==> src/rtl/ipl_sequencer.sv <==
module ipl_sequencer #(
  parameter int CLK_HZ      = 50_000_000,
  parameter int RST1_NS     = 4800,
  parameter int GAP_NS      = 200,
  parameter int RST2_CYC    = 16,
  parameter int TAG_TIMEOUT = 1000
) (
  input  logic       clk,
  input  logic       rst_n,
  input  logic       load_key,
  input  logic       src_alt,
  input  logic       ipl_tag,
  input  logic       load_done,
  output logic       init_ipl,
  output logic [1:0] src_sel,
  output logic       sys_reset,
  output logic       load_active,
  output logic       ipl_error
);
  localparam longint KHZ    = longint'(CLK_HZ) / 1000;
  localparam int RST1_RAW   = int'((longint'(RST1_NS) * KHZ + 999_999) / 1_000_000);
  localparam int GAP_RAW    = int'((longint'(GAP_NS) * KHZ + 999_999) / 1_000_000);
  localparam int RST1_CYC   = (RST1_RAW < 1) ? 1 : RST1_RAW;
  localparam int GAP_CYC    = (GAP_RAW < 1) ? 1 : GAP_RAW;
  localparam int M1         = (RST1_CYC > GAP_CYC) ? RST1_CYC : GAP_CYC;
  localparam int M2         = (RST2_CYC > TAG_TIMEOUT) ? RST2_CYC : TAG_TIMEOUT;
  localparam int MAXC       = (M1 > M2) ? M1 : M2;
  localparam int CW         = $clog2(MAXC + 1);

  typedef enum logic [2:0] {S_IDLE, S_RST1, S_WAIT, S_GAP, S_RST2, S_LOAD} st_t;

  st_t           st;
  logic [CW-1:0] cnt;
  logic          alt_q;
  logic [2:0]    key_sy;
  logic [1:0]    tag_sy;
  logic          press, tag_s, last;

  assign press = key_sy[1] & ~key_sy[2];
  assign tag_s = tag_sy[1];

  always_comb begin
    last = 1'b0;
    case (st)
      S_RST1:  last = (cnt == CW'(RST1_CYC - 1));
      S_WAIT:  last = (cnt == CW'(TAG_TIMEOUT - 1));
      S_GAP:   last = (cnt == CW'(GAP_CYC - 1));
      S_RST2:  last = (cnt == CW'(RST2_CYC - 1));
      default: last = 1'b0;
    endcase
  end

  always_ff @(posedge clk) begin
    if (!rst_n) begin
      key_sy <= '0;
      tag_sy <= '0;
    end else begin
      key_sy <= {key_sy[1:0], load_key};
      tag_sy <= {tag_sy[0], ipl_tag};
    end
  end

  always_ff @(posedge clk) begin
    if (!rst_n) begin
      st        <= S_IDLE;
      cnt       <= '0;
      alt_q     <= 1'b0;
      ipl_error <= 1'b0;
    end else begin
      cnt <= cnt + 1'b1;
      case (st)
        S_IDLE: if (press) begin
          st        <= S_RST1;
          cnt       <= '0;
          alt_q     <= src_alt;
          ipl_error <= 1'b0;
        end
        S_RST1: if (last) begin
          st  <= S_WAIT;
          cnt <= '0;
        end
        S_WAIT: if (tag_s) begin
          st  <= S_GAP;
          cnt <= '0;
        end else if (last) begin
          st        <= S_IDLE;
          ipl_error <= 1'b1;
        end
        S_GAP: if (last) begin
          st  <= S_RST2;
          cnt <= '0;
        end
        S_RST2: if (last) st <= S_LOAD;
        S_LOAD: if (load_done) st <= S_IDLE;
        default: st <= S_IDLE;
      endcase
    end
  end

  assign init_ipl    = (st == S_RST1) || (st == S_WAIT);
  assign sys_reset   = (st == S_RST1) || (st == S_RST2);
  assign load_active = (st == S_LOAD);
  assign src_sel     = init_ipl ? (alt_q ? 2'b10 : 2'b01) : 2'b00;

  AST_ONE_SOURCE: assert property (@(posedge clk) disable iff (!rst_n)
    $rose(init_ipl) |-> sys_reset && $onehot(src_sel));
  AST_SEL_HELD: assert property (@(posedge clk) disable iff (!rst_n)
    init_ipl && $past(init_ipl) |-> $stable(src_sel));
  AST_RST1_WIDTH: assert property (@(posedge clk) disable iff (!rst_n)
    $fell(sys_reset) && init_ipl |-> $past(cnt) == CW'(RST1_CYC - 1));
  AST_GAP_WIDTH: assert property (@(posedge clk) disable iff (!rst_n)
    $rose(sys_reset) && !init_ipl |-> $past(cnt) == CW'(GAP_CYC - 1));
  AST_ERR_QUIET: assert property (@(posedge clk) disable iff (!rst_n)
    $rose(ipl_error) |-> !init_ipl && !sys_reset && !load_active);
  AST_LOAD_CLEAN: assert property (@(posedge clk) disable iff (!rst_n)
    load_active |-> !sys_reset && !init_ipl && src_sel == 2'b00);
endmodule

==> config.mk <==
export PLATFORM = sky130hd
export DESIGN_NAME = ipl_sequencer
export DESIGN_NICKNAME = d
export VERILOG_FILES = /design/src/rtl/ipl_sequencer.sv
export SDC_FILE = /design/constraint.sdc
export NUM_CORES = 1
export LEC_CHECK = 0
export BUFFER_PORTS_ARGS = -buffer_cell sky130_fd_sc_hd__buf_2
export CORE_UTILIZATION = 32
export CTS_CLUSTER_DIAMETER = 60
export DETAILED_ROUTE_END_ITERATION = 10
export PLACE_DENSITY = 0.5
export SLEW_MARGIN = 30
export SYNTH_ARGS = -nofsm -noshare
export SYNTH_HDL_FRONTEND = slang
export SYNTH_SLANG_ARGS = --single-unit
==> constraint.sdc <==
create_clock -name clk -period 1.85 [get_ports clk]
set_input_delay 0.0925 -clock clk [delete_from_list [all_inputs] [get_ports clk]]
set_output_delay 0.0925 -clock clk [all_outputs]
set_load 0.005 [all_outputs]
==> results.md, run 1 <==
- Row count: 21
- Syn_nets: between 100 and 150
- Yosys top cell by area: dfxtp_1
- Die X: a little over 60 µm
- Largest net degree at the start of global routing: 13
- Endpoint, Worst Hold: alt_q$_SDFFE_PN0P_
- Max VDD drop: around 250 µV
- Vias: 976
- CTS Root Cell: clkbuf_4
- Port bufs: 11
- CP peak stage delay: between 0.3 and 0.4 ns
- Num ports: 12
- Drt pass-1 iters: 4
- Crit-path slowest cell: dfxtp_2
- Mapped Area: 0.00112 mm²
- Via density: 4.95
- Measured slew at the worst slew-check pin: 0.451 ns
- Critical R2R Launch: st[2]$_SDFFE_PN0P_
- WHS Path Cells: 3
- Avg Cell Area, Syn: 8.71 µm²
- Fmax: 578 MHz
- Post-route ant nets: 0
- Synth unique cells: 42
- Placed cell areas: ~0.0013 mm²
- GPL Wtd Cong: just under 0.8
- Tightest Hold Check Type: primary input to register
- CTS Buf Count: 3
- Initial drt markers: 70
- Syn-to-layout area delta: 19.7%
- Cell area after layout: roughly 0.0013 mm²
- Top cells by area, synth: dfxtp_1 (36%), xnor2_1 (6.2%), a211oi_1 (5.3%)
- Async SR Flop Fraction: 0%
- Worst skew pair latency: 0.29 ns
- Top_reg_cell synth: dfxtp_1
- Hold path startpoint: src_alt
- Top delay family on crit path: simple AND/OR/NAND/NOR gates
- First-pass GRT wire length: 4.06 mm
- Pwr dens: 676 mW/mm²
- Clk_skew: 0.00113 ns
- Setup TNS: 0 ns
- RSZ-0062 raised after global routing: no
- Crit-path cells: and3b_1, mux2i_1, nand4_1, o31ai_4, buf_4, a211oi_1
- CP Capture Type: register
- Max Cap Viol: 0
- Reg-to-reg slack, setup: 0.12 ns
- Sequential share of the synthesized area: 35.6%
- Clock Sinks: 20
- WP data required: 2.03 ns
- Critical Path Source Type: register
- Slew Limit Fails: 0
- Gr ovfl total: 0
- NumNets Final: roughly 160
- Die height: 61.3 µm
- Worst-path maximum fanout: 10
- Routed wire length: ~2.4 mm
- Area of the die: roughly 0.0038 mm²
- Worst EP arrival: 1.91 ns
- CORE AREA: 0.00334 mm²
- Initial antenna violation count: 0
- R2R depth: 6
- Final hold vios: 0
- Min Tclk post-route: 1.73 ns
- Diode count: 0
- Total GRT Usage: 14.9%
- Clk slew on worst S/H paths: roughly 0.11 ns
- Fraction of layout cells with a size suffix above 1: 25.2%
- Status: finished clean
- Post-DP HPWL: 1.84 mm
- Pleak: 0.550 nW
- Initial Util: about 34%
- Post-synth EDFFs: 0
- Syn. warnings: 0
- Setup CP Type: register to register
- CTS tree: built
- Final setup viols: 0
- Most common cell after layout, fill and taps aside: dfxtp_1
- RR Endpoint: cnt[3]$_SDFF_PN0_
- Fin crit share: approximately 93%
- Post-route DRC violation count: 0
- Routed length per instance: 12.2 µm
- Slew HR: 69.7%
- Vias in the first global route: 932
- Synth Register Bits: 20
- Crit path buffers/inverters: 1
- Most frequent cells in the layout: dfxtp_1 (18), buf_2 (11), buf_4 (11)
- # H-tree levels: 1
- Post-Synthesis Cells: 129
- Clock Path Buffers: 2
- FILL cells: 357
- Top-area cell type share of the netlist area: 35.6%
layer usage:
layer  global-route usage (%)  wire (µm)
met1                     18.5       1150
met2                     23.8       1150
met3                     3.78         90
met4                     7.47         16
met5                        0          0
worst max-delay path by stage:
| stage | start | to | slack [ns] | cells after the start |
|---|---|---|---|---|
| global placement | st[2]$_SDFFE_PN0P_ | cnt[2]$_SDFF_PN0_ | 0.03 | 5 |
| global route | st[2]$_SDFFE_PN0P_ | cnt[5]$_SDFF_PN0_ | 0.01 | 6 |
| floorplan | st[1]$_SDFFE_PN0P_ | cnt[2]$_SDFF_PN0_ | 0.23 | 5 |
| CTS | st[2]$_SDFFE_PN0P_ | cnt[3]$_SDFF_PN0_ | 0.01 | 5 |
| finish | st[2]$_SDFFE_PN0P_ | cnt[3]$_SDFF_PN0_ | 0.12 | 6 |
| detailed placement | st[2]$_SDFFE_PN0P_ | cnt[3]$_SDFF_PN0_ | 0.02 | 5 |
Yosys cell counts, types with 4 or more instances:
| master | instances |
|---|---|
| dfxtp_1 | 20 |
| nand2_1 | 10 |
| a211oi_1 | 8 |
| nand3_1 | 8 |
| nor2_1 | 8 |
| xnor2_1 | 8 |
| and2_1 | 6 |
| nand2b_1 | 5 |
| a21oi_1 | 4 |
| inv_1 | 4 |
cells by family after synthesis:
family	count (synthesis)	synth area share (%)
muxes	3	2.67
xor gates and xnor gates	9	7.02
AOI/OAI and AO/OA	26	19.3
buffers and inverters	12	5.34
adders and majority gates	1	1.11
and+or+nand+nor	58	29.0
DFF	20	35.6
stage by stage:
| stage | hold slack, ns | instances | total power [mW] | setup slack (ns) | utilization (%) |
|---|---|---|---|---|---|
| after global placement | 0.297 | 190 | 0.666 | 0.0284 | 38.2 |
| after global routing | 0.0283 | 197 | 0.966 | 0.0139 | 40.3 |
| after CTS | 0.0305 | 196 | 0.920 | 0.0114 | 39.9 |
| after detailed placement | 0.304 | 190 | 0.664 | 0.0186 | 38.2 |
| final | 0.0322 | 197 | 0.909 | 0.121 | 40.3 |
| after floorplan | 0.220 | 129 | 0.600 | 0.228 | - |
repair_timing:
action / 4_1_cts / 5_1_grt
hold buffers: 2 / 0
gates cloned: 0 / 0
buffers inserted: 0 / 1
endpoints found under the hold margin: 2 / 0
pin swaps: 1 / 1
gates resized for setup: 0 / 3
endpoints found under the setup margin: 10 / 10
tightest hold or removal path: stages:
cell     delay [ns]
buf_2          0.08
mux2i_1        0.06
nor2_1         0.07
area by class of cell:
class	instances	area (µm²)	share of cell area (%)
clock buffers	4	36.3	2.70
inverters	6	22.5	1.67
multi-input cells	97	668	49.7
flip-flops and latches	20	403	30.0
well taps	46	57.6	4.28
repair buffers	24	158	11.7
sequential cells by signal, summed over array words and instances (netlist names):
| name | count |
|---|---|
| ipl_error | 1 |
| key_sy | 3 |
| tag_sy | 2 |
| alt_q | 1 |
| st | 3 |
| cnt | 10 |
where the power goes:
| group | total (mW) | leakage, nW | internal, mW | switching (mW) |
|---|---|---|---|---|
| combinational | 0.194 | 0.366 | 0.0927 | 0.101 |
| clock | 0.251 | 0.0210 | 0.120 | 0.131 |
| sequential | 0.464 | 0.164 | 0.449 | 0.0157 |
| total | 0.909 | 0.550 | 0.661 | 0.248 |
No activity file was read; power rests on OpenSTA's default activity.
==> run 2: changes to the inputs <==
ABC_AREA = 1   (was unset)
clock period = 1.9 ns   (was 1.85 ns; I/O delays follow)
==> run 2 against run 1 <==
Compared with the run above:
- utilization fell by 1.0 points
- largest cell class unchanged
- critical endpoint is now src_sel[0]
- global-route usage decreased by 2.2 points
- sequential cell count unchanged
- final cell count increased by 10%
- synthesized cell count up 23%
- area after synthesis shrank 4.6%
==> results.md, run 2 <==
- Fmax: 620 MHz
- Slew HR: between 70% and 80%
- CTS tree: built
- Setup CP Type: register to output port
- Measured slew at the worst slew-check pin: 0.414 ns
- Final hold vios: 0
- Sequential share of the synthesized area: 37.3%
- WHS Path Cells: 3
- Top-area cell type share of the netlist area: 37.3%
- Max VDD drop: 542 µV
- Hold Worst Slack: between 0.04 and 0.05 ns
- Clk_skew: slightly below 0.008 ns
- Vias in the first global route: around 820
- Worst EP arrival: between 1.5 and 2 ns
- Post-synth top cells: nand2_1 (38), nor2_1 (26), inv_1 (24), dfxtp_1 (20), nand3_1 (14)
- GPL Wtd Cong: 0.760
- # H-tree levels: 1
- Routed length per instance: 9.18 µm
- Synth Register Bits: 20
- NumNets Final: ~180
- Worst skew pair latency: approximately 0.32 ns
- Top cells by area, synth: dfxtp_1 (37%), nand2_1 (13%), nor2_1 (9.1%)
- Min Tclk post-route: around 1.6 ns
- Mapped Area: 0.00107 mm²
- Setup TNS: 0 ns
- Top flop regs: cnt x10, key_sy x3, st x3
- Critical Path Source Type: register
- Num ports: 12
- Status: finished clean
- Via density: 4.26
- Initial antenna violation count: 0
- Async SR Flop Fraction: 0%
- Crit-path cells: nand2_1, nor2_1, inv_1, nand2_1, inv_1, nor2_1, buf_2
- R2R depth: 11
- Worst-path maximum fanout: 8
- Slew Limit Fails: 0
- RSZ-0062 raised after global routing: no
- CORE AREA: 0.00313 mm²
- Row count: 20
- Post-Synthesis Cells: 159
- Multi-input logic area: 538 µm²
- Reg-to-reg slack, setup: 0.32 ns
- Most frequent cell after synthesis: nand2_1
- Die X: ~60 µm
- Critical R2R Launch: st[2]$_SDFFE_PN0P_
- Top_reg_cell synth: dfxtp_1
- WP data required: roughly 1.8 ns
- Tightest Hold Check Type: primary input to register
- Reg area: approximately 400 µm²
- Routed wire length: roughly 2 mm
- Syn-to-layout area delta: 14.6%
- Initial Util: 34.3%
- Diode count: 0
- Synth unique cells: 24
- Port bufs: 11
- Most common cell after layout, fill and taps aside: nand2_1
- CTS Root Cell: clkbuf_4
- RR Endpoint: cnt[3]$_SDFF_PN0_
- Placed cell areas: roughly 0.0012 mm²
- Largest net degree at the start of global routing: 13
- Initial drt markers: 32
- Syn. warnings: 0
- Post-synth EDFFs: 0
- Fin crit share: 84.9%
- Clk slew on worst S/H paths: between 0.1 and 0.15 ns
- Hold path startpoint: src_alt
- Clock Sinks: 20
- Cell area after layout: 0.00123 mm²
- Vias: 925
- Gr ovfl total: 0
- Clock Path Buffers: 2
- Post-route DRC violation count: 0
- Post-route ant nets: 0
- Yosys top cell by area: dfxtp_1
- CP Capture Type: output port
- Placed Cells: between 200 and 250
- CP peak stage delay: 0.50 ns
- Fin util: about two fifths
- Final setup viols: 0
- Max FFs per register: 10
- Syn_nets: 166
- FILL cells: 332
- CTS Buf Count: 3
- Pwr dens: 1090 mW/mm²
- Area of the die: roughly 0.0036 mm²
- Total GRT Usage: 12.7%
- Max Cap Viol: 0
- Post-CTS setup repair buffer count: 0
- Crit-path slowest cell: dfxtp_1
- Fraction of layout cells with a size suffix above 1: 16.8%
- Pleak: 0.592 nW
- Most frequent cells in the layout: nand2_1 (38), nor2_1 (26), inv_1 (24)
- Drt pass-1 iters: 4
- Finished Layout Cells: 217
- Post-DP HPWL: roughly 1.5 mm
- First-pass GRT wire length: 3.39 mm
- Endpoint, Worst Hold: alt_q$_SDFFE_PN0P_
- Die height: 59.9 µm
- Avg Cell Area, Syn: between 6 and 7 µm²
- Most flops, register: cnt
-- run 2: changes by cell type in the layout (fill, tap and decap cells not counted), sizes merged, moves of 5 or more --
cell and delta:
a211oi -8, and2 -7, buf -11, inv +20, nand2 +32, nand2b -5, nand3 +8, nor2 +22
xnor2 -7, xor2 +5
-- run 2: final cells by class --
type                    count  share of cell area [%]
clock inverters             1                    2.44
well taps                  44                    4.48
clock buffers               3                    1.83
flip-flops and latches     20                    32.6
inverters                  27                    8.76
multi-input cells         109                    43.8
repair buffers             13                    6.11
-- run 2: per-layer routing --
layer | wire, µm | part of all wire [%] | vias to the layer above | track usage (%)
met5 | 0 | 0 | - | 0
met1 | 1000 | 50 | 399 | 15.9
met2 | 884 | 44 | 13 | 20.8
met3 | 82 | 4.1 | 2 | 3.90
met4 | 19 | 0.95 | 0 | 3.99
li1 | - | - | 511 | -
-- run 2: where the power goes --
group,internal [mW],total [mW],switching [mW],leakage (nW)
registers,0.474,0.532,0.0583,0.163
logic,0.171,0.442,0.271,0.401
clock network,0.213,0.366,0.153,0.0279
-- run 2: worst max-delay path: cells and delay by family (launching register included) --
family                 cells  cell delay (ns)
flip-flops                 1             0.50
AND/OR/NAND/NOR            4             0.44
buffers and inverters      3             0.25
-- run 2: cell families (layout without fill, tap and decap cells) --
family,after synthesis,in the layout,share of synthesized area (%)
adder cells (fa/ha/maj),1,1,1.17
AND/OR/NAND/NOR,93,93,39.6
AO/OA/AOI/OAI,8,8,3.73
flip-flops,20,20,37.3
buffers and inverters,30,44,12.5
XOR/XNOR,7,7,5.72
-- run 2: timing repair --
item                      in CTS  in global routing
hold endpoints to repair       2                  0
resized for setup              0                  0
hold buffers                   2                  0
-- run 2: how the worst max path moves through the flow --
stage	start	end	slack (ns)
after floorplan	st[2]$_SDFFE_PN0P_	cnt[2]$_SDFF_PN0_	0.60
after global placement	st[2]$_SDFFE_PN0P_	cnt[5]$_SDFF_PN0_	0.33
after detailed placement	st[2]$_SDFFE_PN0P_	cnt[2]$_SDFF_PN0_	0.33
after CTS	st[0]$_SDFFE_PN0P_	src_sel[0]	0.26
after global routing	st[0]$_SDFFE_PN0P_	src_sel[0]	0.09
final	st[0]$_SDFFE_PN0P_	src_sel[0]	0.29
-- run 2: per-stage QoR --
step                      power [mW]  setup WS (ns)
after global placement         0.988          0.333
after detailed placement       0.988          0.332
final                           1.34          0.287
after floorplan                0.890          0.598
after CTS                       1.35          0.258
after global routing            1.45         0.0935
==> run 3: changes to the inputs <==
ABC_AREA = 0   (was 1)
clock period = 1.7 ns   (was 1.9 ns; I/O delays follow)
==> run 3 against run 2 <==
Compared with the run above:
- die area grew 4.6%
- clock skew shrank 0.0061 ns
- count of clock-buffer cells in the layout is the same
- global-route usage grew 2.5 points
==> results.md, run 3 (synthesis results as in run 1) <==
- CTS tree: built
- Pwr dens: 673 mW/mm²
- Pleak: between 0.5 and 0.6 nW
- Tightest Hold Check Type: primary input to register
- Cell area after layout: 0.00143 mm²
- Post-DP HPWL: ~2 mm
- Largest net degree at the start of global routing: 15
- Min Tclk post-route: roughly 1.7 ns
- Placed cell areas: 0.00134 mm²
- Clk_skew: approximately 0.0017 ns
- Reg-to-reg slack, setup: around 0.014 ns
- Max Cap Viol: 0
- Fin crit share: 99.2%
- CTS Root Cell: clkbuf_4
- Top flop regs: cnt x10, key_sy x3, st x3
- Critical Path Source Type: register
- Initial Util: 33.7%
- Final setup viols: 0
- Row count: 21
- Drt pass-1 iters: 4
- CORE AREA: ~0.0033 mm²
- Die height: 61.3 µm
- Initial drt markers: 35
- Gate power share: 24.5%
- Post-route ant nets: 0
- Gr ovfl total: 0
- Max FFs per register: 10
- FILL cells: 358
- Worst skew pair latency: 0.29 ns
- Die X: 61.3 µm
- RSZ-0062 raised after global routing: yes
- Slew Limit Fails: 0
- Pre-CTS setup slack: -0.0503 ns
- Slew HR: 71.0%
- Switching Share: 28.7%
- Syn-to-layout area delta: 27.3%
- CP peak stage delay: 0.38 ns
- Setup CP Type: register to register
- Clock Sinks: 20
- Most flops, register: cnt
- Crit-path slowest cell: dfxtp_4
- Num ports: 12
- Clk slew on worst S/H paths: between 0.1 and 0.15 ns
- Fmax: 593 MHz
- Reg power frac: 52.2%
- PnR worst setup slack: between 0.01 and 0.015 ns
- Worst-path maximum fanout: 6
- Most common cell after layout, fill and taps aside: dfxtp_1
- Clock Path Buffers: 2
- Measured slew at the worst slew-check pin: 0.431 ns
- Setup TNS: 0 ns
- Area of the die: 0.00375 mm²
- GPL Wtd Cong: 0.828
- Fraction of layout cells with a size suffix above 1: 30.6%
- First-pass GRT wire length: around 4.1 mm
- Port bufs: 11
- Pint: 0.686 mW
- P_sw: roughly 0.28 mW
- Routed wire length: 2.63 mm
- CP Capture Type: register
- Vias: ~1000
- CTS Buf Count: 3
- Via density: 4.98
- Diode count: 0
- Status: finished clean
- Routed length per instance: 12.9 µm
- Initial antenna violation count: 0
- NumNets Final: 166
- Max VDD drop: 250 µV
- Total GRT Usage: 15.2%
- Worst EP arrival: roughly 1.9 ns
- Post-route DRC violation count: 0
- Most frequent cells in the layout: dfxtp_1 (17), buf_4 (16), buf_2 (11)
- # H-tree levels: 1
- Clock Power Share: about a quarter
- Final hold vios: 0
- Vias in the first global route: 878
- Crit-path cells: and3b_2, mux2i_2, nand4_1, buf_4, nor4_2, o211a_1
- WP data required: 1.94 ns
## run 3: changes by cell type in the layout (fill, tap and decap cells not counted), moves of 5 or more
| cell | previous run | this run |
|---|---|---|
| nand3_1 | 14 | 8 |
| inv_1 | 24 | 4 |
| nand2b_1 | 0 | 5 |
| a211oi_1 | 0 | 8 |
| nor2_1 | 26 | 8 |
| xnor2_1 | 1 | 8 |
| and2_1 | 0 | 6 |
| xor2_1 | 6 | 1 |
| nand2_1 | 38 | 10 |
| buf_4 | 0 | 16 |
## run 3: power by group through the flow
stage	registers [mW]	clock network, mW	logic, mW
finish	0.502	0.224	0.236
global route	0.505	0.255	0.266
CTS	0.503	0.232	0.234
detailed placement	0.514	0	0.229
global placement	0.514	0	0.227
floorplan	0.513	0	0.140
## run 3: layer usage
metal	wire [µm]	up-vias	track usage (%)
met4	19	0	4.87
li1	-	520	-
met2	1290	10	25.8
met3	62	2	2.52
met1	1250	479	19.6
met5	0	-	0
## run 3: stage by stage
stage                     std cells  power, mW  hold WS (ns)  util, %
after floorplan                 129      0.653         0.212        -
after global placement          196      0.740         0.289     40.3
after detailed placement        196      0.743         0.295     40.3
after CTS                       202      0.969        0.0339     42.0
after global routing            203       1.03        0.0339     42.9
final                           203      0.963        0.0316     42.9
## run 3: layout make-up
type | instances | area, µm² | area share, %
Clock buffer | 3 | 22.5 | 1.57
Inverter | 6 | 22.5 | 1.57
Multi-Input combinational cell | 97 | 686 | 47.9
Sequential cell | 20 | 407 | 28.4
Tap cell | 46 | 57.6 | 4.02
Timing Repair Buffer | 31 | 235 | 16.4
## run 3: repair_timing
action	CTS	global route
setup buffers	1	1
endpoints found under the setup margin	10	12
resized for setup	3	8
hold buffers	2	0
pin swaps	2	1
hold endpoints to repair	2	0
## run 3: worst max-delay path: cells and delay by family (launching register included)
kind | cells | cell delay (ns)
flops | 1 | 0.38
compound gates | 1 | 0.16
buf+inv | 1 | 0.19
simple gates | 3 | 0.68
mux | 1 | 0.23
## run 3: worst paths after layout
check	cells after the start	to	start
max reg2reg	6	st[1]$_SDFFE_PN0P_	st[2]$_SDFFE_PN0P_
min reg2reg	1	tag_sy[1]$_SDFF_PN0_	tag_sy[0]$_SDFF_PN0_
max	6	st[1]$_SDFFE_PN0P_	st[2]$_SDFFE_PN0P_
min	3	alt_q$_SDFFE_PN0P_	src_alt
